[config.mk]
export PLATFORM = sky130hd
export DESIGN_NAME = aud_serial_tx
export DESIGN_NICKNAME = d
export VERILOG_FILES = /design/src/rtl/aud_tx_pkg.sv /design/src/rtl/aud_tx_sync.sv /design/src/rtl/aud_tx_timing.sv /design/src/rtl/aud_tx_lane.sv /design/src/rtl/aud_serial_tx.sv
export SDC_FILE = /design/constraint.sdc
export NUM_CORES = 1
export LEC_CHECK = 0
export ABC_AREA = 1
export BUFFER_PORTS_ARGS = -buffer_cell sky130_fd_sc_hd__buf_2
export CAP_MARGIN = 10
export CORE_MARGIN = 8
export CORE_UTILIZATION = 63
export DETAILED_ROUTE_END_ITERATION = 7
export GPL_TIMING_DRIVEN = 0
export PLACE_DENSITY = 0.85
export SLEW_MARGIN = 0
export SYNTH_ARGS = -nofsm -noshare
export SYNTH_HDL_FRONTEND = slang
export SYNTH_HIERARCHICAL = 1
export SYNTH_SLANG_ARGS = --single-unit
[constraint.sdc]
create_clock -name clk -period 9.9 [get_ports clk]
set_input_delay 0.99 -clock clk [delete_from_list [all_inputs] [get_ports clk]]
set_output_delay 0.99 -clock clk [all_outputs]
set_load 0.01 [all_outputs]
[src/rtl/aud_tx_pkg.sv]
package aud_tx_pkg;

    localparam int unsigned DIV_W      = 8;
    localparam int unsigned HALF_SLOTS = 32;
    localparam int unsigned SLOT_W     = 6;
    localparam logic [SLOT_W-1:0] SLOT_IDLE = '1;

    typedef struct packed {
        logic             master;
        logic             launch_fall;
        logic [DIV_W-1:0] div;
    } ctl_t;

    localparam ctl_t CTL_RESET = '{master: 1'b0, launch_fall: 1'b1, div: DIV_W'(1)};

    // Bit carried in a given slot of a half: slot 1 holds the MSB,
    // slots after the LSB and slot 0 carry zero. Width must stay below 32.
    function automatic logic slot_bit(input logic [SLOT_W-1:0] slot,
                                      input logic [31:0] word,
                                      input int unsigned width);
        int unsigned s;
        s = int'(slot);
        if (s >= 1 && s <= width) return word[5'(width - s)];
        return 1'b0;
    endfunction

endpackage

[src/rtl/aud_tx_sync.sv]
module aud_tx_sync #(
    parameter int unsigned STAGES = 2
) (
    input  logic clk,
    input  logic rst,
    input  logic d,
    output logic q
);
    logic [STAGES-1:0] chain;

    always_ff @(posedge clk) begin
        if (rst) chain <= '0;
        else     chain <= {chain[STAGES-2:0], d};
    end

    assign q = chain[STAGES-1];
endmodule

[src/rtl/aud_tx_timing.sv]
module aud_tx_timing
    import aud_tx_pkg::*;
(
    input  logic              clk,
    input  logic              rst,
    input  ctl_t              ctl,
    input  logic              ctl_wr,
    input  logic              osc_s,
    input  logic              sck_s,
    input  logic              ws_s,
    output logic              sck_out,
    output logic              ws_out,
    output logic              launch,
    output logic              fstart,
    output logic [SLOT_W-1:0] nslot,
    output logic              nchan
);
    logic             osc_d, sck_d, sck_m, chan, ws_cap;
    logic [SLOT_W-1:0] slot;
    logic [DIV_W-1:0] div_cnt, div_eff;
    logic             osc_edge, m_tog, s_edge, s_sample, launch_lvl, launch_raw;

    always_comb begin
        div_eff    = (ctl.div == '0) ? DIV_W'(1) : ctl.div;
        launch_lvl = !ctl.launch_fall;
        osc_edge   = ctl.master && (osc_s ^ osc_d);
        m_tog      = osc_edge && (div_cnt >= div_eff - DIV_W'(1));
        s_edge     = !ctl.master && (sck_s ^ sck_d);
        s_sample   = s_edge && (sck_s != launch_lvl);
        launch_raw = (m_tog && ((!sck_m) == launch_lvl)) ||
                     (s_edge && (sck_s == launch_lvl));
        launch     = launch_raw && !ctl_wr;

        nslot  = slot;
        nchan  = chan;
        fstart = 1'b0;
        if (launch) begin
            if (ctl.master) begin
                if (slot >= SLOT_W'(HALF_SLOTS - 1)) begin
                    nchan  = !chan;
                    nslot  = '0;
                    fstart = chan;          // entering the left half
                end else begin
                    nslot = slot + SLOT_W'(1);
                end
            end else begin
                if (ws_cap != chan) begin
                    nchan  = ws_cap;
                    nslot  = SLOT_W'(1);
                    fstart = !ws_cap;
                end else if (slot != SLOT_IDLE) begin
                    nslot = slot + SLOT_W'(1);
                end
            end
        end
    end

    always_ff @(posedge clk) begin
        if (rst) begin
            osc_d <= 1'b0;
            sck_d <= 1'b0;
        end else begin
            osc_d <= osc_s;
            sck_d <= sck_s;
        end
        if (rst || ctl_wr) begin
            chan    <= 1'b1;
            slot    <= SLOT_IDLE;
            div_cnt <= '0;
            sck_m   <= 1'b0;
            ws_cap  <= 1'b1;
        end else begin
            if (osc_edge) div_cnt <= m_tog ? '0 : div_cnt + DIV_W'(1);
            if (m_tog)    sck_m   <= !sck_m;
            if (s_sample) ws_cap  <= ws_s;
            if (launch) begin
                slot <= nslot;
                chan <= nchan;
            end
        end
    end

    assign sck_out = sck_m;
    assign ws_out  = chan;

    AST_WS_WITH_DATA: assert property (@(posedge clk) disable iff (rst)
        (ctl.master && !$past(ctl_wr) && (chan != $past(chan)))
        |-> ((sck_m != $past(sck_m)) && (sck_m == launch_lvl)));

    AST_HALF_BOUND: assert property (@(posedge clk) disable iff (rst)
        (ctl.master && launch) |=> (slot <= SLOT_W'(HALF_SLOTS - 1)));
endmodule

[src/rtl/aud_tx_lane.sv]
module aud_tx_lane
    import aud_tx_pkg::*;
#(
    parameter int unsigned SMP_W = 16
) (
    input  logic              clk,
    input  logic              rst,
    input  logic              ctl_wr,
    input  logic              in_valid,
    input  logic [SMP_W-1:0]  in_left,
    input  logic [SMP_W-1:0]  in_right,
    output logic              in_ready,
    input  logic              launch,
    input  logic              fstart,
    input  logic [SLOT_W-1:0] nslot,
    input  logic              nchan,
    output logic              sd,
    output logic              underrun
);
    logic             pend_vld;
    logic [SMP_W-1:0] pend_l, pend_r, cur_l, cur_r, use_l, use_r;
    logic             take_new, nbit;

    always_comb begin
        take_new = launch && fstart && pend_vld;
        use_l    = take_new ? pend_l : cur_l;
        use_r    = take_new ? pend_r : cur_r;
        nbit     = slot_bit(nslot, 32'(nchan ? use_r : use_l), SMP_W);
    end

    assign in_ready = !pend_vld;

    always_ff @(posedge clk) begin
        if (rst) begin
            pend_vld <= 1'b0;
            pend_l   <= '0;
            pend_r   <= '0;
            cur_l    <= '0;
            cur_r    <= '0;
            sd       <= 1'b0;
            underrun <= 1'b0;
        end else begin
            if (take_new) begin
                cur_l    <= pend_l;
                cur_r    <= pend_r;
                pend_vld <= 1'b0;
            end
            if (in_valid && !pend_vld) begin
                pend_vld <= 1'b1;
                pend_l   <= in_left;
                pend_r   <= in_right;
            end
            if (ctl_wr)                              underrun <= 1'b0;
            else if (launch && fstart && !pend_vld)  underrun <= 1'b1;
            if (launch) sd <= nbit;
        end
    end

    AST_READY_DROPS: assert property (@(posedge clk) disable iff (rst)
        (in_valid && in_ready) |=> !in_ready);

    AST_UNDERRUN_CLEAR: assert property (@(posedge clk) disable iff (rst)
        $past(ctl_wr) |-> !underrun);

    AST_SD_ON_LAUNCH: assert property (@(posedge clk) disable iff (rst)
        (sd != $past(sd)) |-> $past(launch));
endmodule

[src/rtl/aud_serial_tx.sv]
module aud_serial_tx
    import aud_tx_pkg::*;
#(
    parameter int unsigned LANES = 4,
    parameter int unsigned SMP_W = 16
) (
    input  logic                   clk,
    input  logic                   rst,
    input  logic                   ctl_wr,
    input  logic                   ctl_master,
    input  logic                   ctl_launch_fall,
    input  logic [DIV_W-1:0]       ctl_div,
    input  logic                   osclk,
    input  logic                   sck_in,
    output logic                   sck_out,
    output logic                   sck_oe,
    input  logic                   ws_in,
    output logic                   ws_out,
    output logic                   ws_oe,
    input  logic [LANES-1:0]       smp_valid,
    input  logic [LANES*SMP_W-1:0] smp_left,
    input  logic [LANES*SMP_W-1:0] smp_right,
    output logic [LANES-1:0]       smp_ready,
    output logic [LANES-1:0]       sd_out,
    output logic [LANES-1:0]       underrun
);
    localparam int unsigned N_ASYNC = 3;

    ctl_t              ctl;
    logic [N_ASYNC-1:0] async_raw, async_s;
    logic              launch, fstart, nchan;
    logic [SLOT_W-1:0] nslot;

    always_ff @(posedge clk) begin
        if (rst)         ctl <= CTL_RESET;
        else if (ctl_wr) ctl <= '{master: ctl_master, launch_fall: ctl_launch_fall, div: ctl_div};
    end

    assign async_raw = {osclk, ws_in, sck_in};

    for (genvar g = 0; g < N_ASYNC; g++) begin : g_sync
        aud_tx_sync #(.STAGES(2)) u_sync (
            .clk(clk), .rst(rst), .d(async_raw[g]), .q(async_s[g])
        );
    end

    aud_tx_timing u_timing (
        .clk(clk), .rst(rst), .ctl(ctl), .ctl_wr(ctl_wr),
        .osc_s(async_s[2]), .sck_s(async_s[0]), .ws_s(async_s[1]),
        .sck_out(sck_out), .ws_out(ws_out),
        .launch(launch), .fstart(fstart), .nslot(nslot), .nchan(nchan)
    );

    for (genvar l = 0; l < LANES; l++) begin : g_lane
        aud_tx_lane #(.SMP_W(SMP_W)) u_lane (
            .clk(clk), .rst(rst), .ctl_wr(ctl_wr),
            .in_valid(smp_valid[l]),
            .in_left(smp_left[l*SMP_W +: SMP_W]),
            .in_right(smp_right[l*SMP_W +: SMP_W]),
            .in_ready(smp_ready[l]),
            .launch(launch), .fstart(fstart), .nslot(nslot), .nchan(nchan),
            .sd(sd_out[l]), .underrun(underrun[l])
        );
    end

    assign sck_oe = ctl.master;
    assign ws_oe  = ctl.master;

    AST_FOLLOWER_AFTER_RESET: assert property (@(posedge clk)
        $past(rst) |-> (!sck_oe && !ws_oe));
endmodule

==> results.cfg, run 1 <==
[sta]
finalMaxSlewViolations = 0
rsz0062_at_grt = no
fmax_ghz = 0.224
worst_pin_slew_ns = 0.780
min_period_over_period = 0.450
relSlewSlack = 0.480
layout_min_cycle_time_ns = 4.46
skew_ns = 0.0143
hold_violations = 0
fin_tns_setup_ns = 0
setup_viol = 0

[synth]
synth.distinct_cells = 39
synth_top_area_share = 0.424
synthAdderAreaFrac = 0.0166
synth_top_family_by_area = simple AND/OR/NAND/NOR gates
netlist_top_cells_area = dfxtp_1 42%, nand2_1 13%, nand3_1 8.9%, inv_1 8.5%, nor2_1 8.0%
yosys.area_share.xor_xnor = 0.0104
synth-compound-area-share = 0.0886
synth_mux_area_frac = 0
synth_area_um2 = 14300
synth_area_per_cell_um2 = 6.94
synth-seq-area-share = 0.424
yosysWarnings = 6
synth.largest_area_cell = dfxtp_1
syn_nets = 2227
ys_ff_latch = 303
synthCells = 2060
synth_simple_gate_area_frac = 0.323

[die]
core-area_um2 = 22400
pin_count = 164
dieArea_um2 = 27800
rows = 55
start_util = 0.638
die_width_um = 167
die-height_um = 167

[global_routing]
antenna_found_initial = 0
grt_pass1_wl_um = 62500
grt_pass1_vias = 13267
grtUsageTotal = 0.266
grt-ovfl-total = 0
grt_max_degree = 27

[clock_network]
ctsHoldBuffers = 0
cts.sinks = 303
clock_latency_ns = 0.51
cts_tree = built
clkSlewWorstSetupHoldPaths_ns = 0.06
cts_htree_levels = 2
cts-buffers-inserted = 34
ctsRootBufferMaster = clkbuf_16
max-clock-path-buffers = 3
cts_setup_buffers = 0
post_cts_resized = 0

[detailed_routing]
drt_iter0_markers = 910
drc = 0
finalWirelength_um = 38000
drt_first_pass_iters = 5
vias = 13702
drtAntennaViolNets = 0
wl_per_cell_um = 14.8
viasPerCell = 5.34

[cells_and_area]
final_cell_area_um2 = 16600
drive_above_1_share = 0.129
nets = 2426
antenna_cells = 0
area_delta_synth_final_pct = 16.0

[power]
swShare = 0.239
p_per_area_nw_per_um2 = 168
leakage_uw = 0.00753
clkPwrFrac = 0.448
p_int_uw = 2120
p_switching_uw = 667
comb_power_share = 0.092
power_uw = 2790
pwr-share-seq = 0.460
ir_drop_mv = 0.141

[worst_setup_path]
end_kind = register
cp.required_ns = 10.26
start_kind = register
cpMaxStageDelayCell = dfxtp_1
rr_worst_depth = 29
criticalPathCategory = register to register
worst-path-max-fanout = 10
max_stage_delay_ns = 0.35
arrival_ns = 4.82

[run]
max_cap_viol_count = 0

[hold_path]
min_path_type = register to register
hold_depth = 2

[status]
status = finished, final reports clean

[placed_design]
gp_congestion = 0.936
io_buffers = 163
placed_area_um2 = 15500
dp_hpwl_um = 27300
-- flip-flops by register name, indices dropped and copies added, names as in the netlist --
register                cells
u_timing/ws_cap             1
ctl                         9
g_lane.u_lane/sd            4
g_lane.u_lane/cur_l        64
u_timing/div_cnt            8
g_lane.u_lane/pend_l       64
g_lane.u_lane/underrun      4
u_timing/ws_out             1
g_lane.u_lane/pend_vld      4
g_lane.u_lane/pend_r       64
sck_oe                      1
u_timing/sck_out            1
u_timing/sck_d              1
g_sync.u_sync/chain         6
g_lane.u_lane/cur_r        64
u_timing/slot               6
u_timing/osc_d              1
-- cells in the final DEF (no fill, tap or decap), types with 6 or more instances in the layout --
| master | Yosys | routed |
|---|---|---|
| inv_1 | 323 | 323 |
| nand2_1 | 479 | 479 |
| nor3_1 | 6 | 6 |
| ha_1 | 19 | 19 |
| clkbuf_16 | 0 | 35 |
| nand4_1 | 29 | 29 |
| inv_2 | 9 | 9 |
| xnor2_1 | 8 | 8 |
| o21ai_0 | 23 | 23 |
| a21oi_1 | 24 | 24 |
| buf_2 | 16 | 179 |
| clkbuf_1 | 49 | 57 |
| xor2_1 | 9 | 9 |
| buf_6 | 30 | 30 |
| clkbuf_8 | 0 | 9 |
| nor2_1 | 304 | 304 |
| dfxtp_1 | 303 | 303 |
| nand3_1 | 255 | 255 |
| a211oi_1 | 124 | 124 |
-- power by group through the flow --
stage          logic [uW]  registers [uW]  clock network, uW
5_1_grt               288            1290               1320
6_report              257            1280               1250
3_3_place_gp          246            1310                  0
2_1_floorplan         167            1300                  0
3_5_place_dp          251            1310                  0
4_1_cts               254            1280               1270
-- worst max-delay path: cells and delay by family, from the launching register on --
kind / cells / cell delay (ns)
xor+xnor: 1 / 0.12
buf+inv: 4 / 0.55
compound gates: 3 / 0.59
flops: 1 / 0.35
simple gates: 19 / 2.17
fa+ha+maj: 2 / 0.52
-- area by class of cell --
cell class	count	area, um2
Clock buffer	52	1030
Tap cell	285	357
Sequential cell	303	6070
Inverter	339	1280
Clock inverter	5	81.3
Multi-Input combinational cell	1313	6280
Fill cell	1787	5850
Timing Repair Buffer	163	816
Buffer	105	674
-- through the flow --
step	std cells	worst slack [ns]	util	hold WS, ns
finish	2565	5.44	0.739	0.415
global route	2565	4.96	0.739	0.447
CTS	2565	5.50	0.739	0.417
detailed placement	2508	5.52	0.690	0.408
global placement	2508	5.67	0.690	0.396
floorplan	2060	6.33	-	0.388
-- logic make-up after synthesis --
logic type,after synthesis
buf+inv,444
flops,303
xor+xnor,17
compound gates,185
simple gates,1092
fa+ha+maj,19
-- Yosys cell counts, drive strengths merged --
library cell / instances
nor4: 2
a211oi: 124
inv: 337
nor3: 7
o41ai: 1
o211ai: 5
a31o: 1
and3: 1
nand4: 30
ha: 19
o21a: 1
dfxtp: 303
nor3b: 2
o21ai: 24
xor2: 9
a21oi: 25
clkbuf: 49
xnor2: 8
clkinv: 2
buf: 56
nor2: 307
nand3: 260
nand2: 483
a31oi: 4
-- final timing paths --
check                                                     startpoint                                    to  slack (ns)
worst max-delay path                             ctl[2]$_SDFFE_PP0P_      g_lane[2].u_lane/sd$_SDFFE_PP0P_        5.44
worst min-delay path            g_sync[1].u_sync/chain[0]$_SDFF_PP0_  g_sync[1].u_sync/chain[1]$_SDFF_PP0_        0.42
worst max register to register                   ctl[2]$_SDFFE_PP0P_      g_lane[2].u_lane/sd$_SDFFE_PP0P_        5.44
worst min register to register  g_sync[1].u_sync/chain[0]$_SDFF_PP0_  g_sync[1].u_sync/chain[1]$_SDFF_PP0_        0.42
-- routing by layer --
metal  part of all wire  wire length, um  GRT usage
met3              0.067             2570     0.0466
met5                  0                0          0
met2               0.46            17600      0.451
met1               0.44            16800      0.335
met4              0.028             1070     0.0924
Power figures use the tool's default switching activity.
==> run 2: changes to the inputs <==
--- a/config.mk
+++ b/config.mk
@@ -9,10 +9,10 @@
 export BUFFER_PORTS_ARGS = -buffer_cell sky130_fd_sc_hd__buf_2
 export CAP_MARGIN = 10
 export CORE_MARGIN = 8
-export CORE_UTILIZATION = 63
+export CORE_UTILIZATION = 59
 export DETAILED_ROUTE_END_ITERATION = 7
 export GPL_TIMING_DRIVEN = 0
-export PLACE_DENSITY = 0.85
+export PLACE_DENSITY = 0.8
 export SLEW_MARGIN = 0
 export SYNTH_ARGS = -nofsm -noshare
 export SYNTH_HDL_FRONTEND = slang
==> constraint.sdc (replaced) <==
create_clock -name clk -period 4.4 [get_ports clk]
set_input_delay 0.44 -clock clk [delete_from_list [all_inputs] [get_ports clk]]
set_output_delay 0.44 -clock clk [all_outputs]
set_load 0.01 [all_outputs]
==> run 2 against run 1 <==
Compared with the run above:
- maximum frequency is 8.2% higher
- clock power increased by 110%
- register-to-register slack got worse by 5.2 ns
- wire length is 0.14% higher
- sequential power increased by 130%
- critical path depth did not move
- hold slack got worse by 0.31 ns
- combinational power is 130% higher
- final area increased by 1.1%
- clock skew is 0.0065 ns higher
- die area rose by 6.1%
- critical endpoint unchanged
==> results.cfg, run 2 (same netlist as run 1, synthesis figures left out) <==
[cells_and_area]
final_common_cell = nand2_1
final_cell_mix = 478 x nand2_1, 319 x inv_1, 302 x nor2_1, 299 x dfxtp_1, 255 x nand3_1
fillers = 2057
fin_util = 0.697
antenna_cells = 0
final_cell_area_um2 = 16800
nets = 2436
fin_cells = 2615
area_delta_synth_final_pct = 17.2
drive_above_1_share = 0.141

[worst_setup_path]
criticalPathCategory = register to register
rr_endpoint = g_lane[2].u_lane/sd$_SDFFE_PP0P_
worstSetupEndpoint = g_lane[2].u_lane/sd$_SDFFE_PP0P_
worst-path-max-fanout = 10
crit_top_cell = nand2_1
end_kind = register
r2r-start = ctl[3]$_SDFFE_PP0P_
r2r_setup_slack_ns = 0.28
setup.worst_path.start = ctl[3]$_SDFFE_PP0P_
max_stage_delay_ns = 0.38
cpMaxStageDelayCell = ha_1
arrival_ns = 4.60
start_kind = register
cp.required_ns = 4.88
rr_worst_depth = 29

[placed_design]
dp_hpwl_um = 27500
io_buffers = 163
place_inst = 2547
gp_congestion = 0.914
placed_area_um2 = 15500

[detailed_routing]
wl_met1_um = 16800
dr.max_layer_used = met4
finalWirelength_um = 38100
vias = 13677
drtAntennaViolNets = 0
viasPerCell = 5.23
drt_iter0_markers = 1100
wl_met3_um = 2370
drt_first_pass_iters = 5
wl_per_cell_um = 14.6
drc = 0
met2_length_um = 17700

[global_routing]
grt_pass1_wl_um = 61700
antenna_found_initial = 0
grtUsageTotal = 0.253
grt-ovfl-total = 0
grt_pass1_vias = 13054
grt_max_degree = 27

[power]
p_per_area_nw_per_um2 = 366
p_int_uw = 4660
leakage_uw = 0.00759
p_switching_uw = 1480
comb_power_share = 0.096
ir_drop_mv = 0.292
pwr-share-seq = 0.470
power_uw = 6140
clkPwrFrac = 0.435
swShare = 0.242

[clock_network]
cts.sinks = 303
ctsRootBufferMaster = clkbuf_16
clock_latency_ns = 0.56
cts_htree_levels = 1
ctsHoldBuffers = 0
max-clock-path-buffers = 3
cts-buffers-inserted = 31
clkSlewWorstSetupHoldPaths_ns = 0.06
cts_tree = built

[die]
pin_count = 164
dieArea_um2 = 29500
die-height_um = 172
die_width_um = 172
rows = 57
start_util = 0.595
core-area_um2 = 24000

[sta]
skew_ns = 0.0208
worst_pin_slew_ns = 0.663
setup_viol = 0
min_period_over_period = 0.937
relSlewSlack = 0.558
finalMaxSlewViolations = 0
hold_violations = 0
layout_min_cycle_time_ns = 4.12
fmax_ghz = 0.243

[run]
max_cap_viol_count = 0

[hold_path]
min-delay-start = ws_in
min_path_type = primary input to register

[status]
status = finished, final reports clean
[run 2: repair_timing]
action                     in CTS  in global routing
gates resized for setup         0                 32
setup endpoints to repair       0                  4
setup buffers                   0                 11
[run 2: critical path, delay by kind of cell, from the launching register on]
kind | cells | cell delay (ns)
simple gates | 19 | 1.86
fa+ha+maj | 3 | 0.87
buf+inv | 5 | 0.72
flops | 1 | 0.36
xor+xnor | 1 | 0.12
compound gates | 1 | 0.12
[run 2: per-layer routing]
metal	track usage	up-vias
li1	-	6927
met1	0.327	6219
met2	0.427	448
met3	0.0358	83
met4	0.0915	0
met5	0	-
[run 2: final cells by class]
type	count	area (um2)	area share
tap	324	405	0.0242
inverter	339	1290	0.0771
clock inverter	8	98.8	0.00590
clock buffer	47	956	0.0570
buffer	105	694	0.0414
timing repair buffer	174	898	0.0536
sequential	303	6080	0.362
multi-input combinational	1315	6340	0.378
[run 2: power by group through the flow]
stage	combinational [uW]	clock, uW	sequential, uW
after floorplan	375	0	2930
after global placement	556	0	2940
after detailed placement	568	0	2940
after CTS	572	2720	2880
after global routing	656	2840	2890
final	587	2670	2880
[run 2: how the worst min path moves through the flow]
stage	end	slack (ns)	cells past startpoint
3_5_place_dp	g_sync[2].u_sync/chain[1]$_SDFF_PP0_	0.39	2
3_3_place_gp	g_sync[0].u_sync/chain[1]$_SDFF_PP0_	0.39	2
6_report	g_sync[1].u_sync/chain[0]$_SDFF_PP0_	0.10	3
2_1_floorplan	g_sync[0].u_sync/chain[1]$_SDFF_PP0_	0.39	2
4_1_cts	g_sync[0].u_sync/chain[0]$_SDFF_PP0_	0.08	3
5_1_grt	g_sync[2].u_sync/chain[0]$_SDFF_PP0_	0.09	3
[run 2: per-stage QoR]
step	setup TNS [ns]	hold slack (ns)	setup WS, ns
after global placement	0	0.391	0.115
after CTS	0	0.0811	0.0119
after floorplan	0	0.388	0.831
after detailed placement	0	0.394	0.0269
after global routing	-0.0346	0.0876	-0.0240
final	0	0.102	0.278
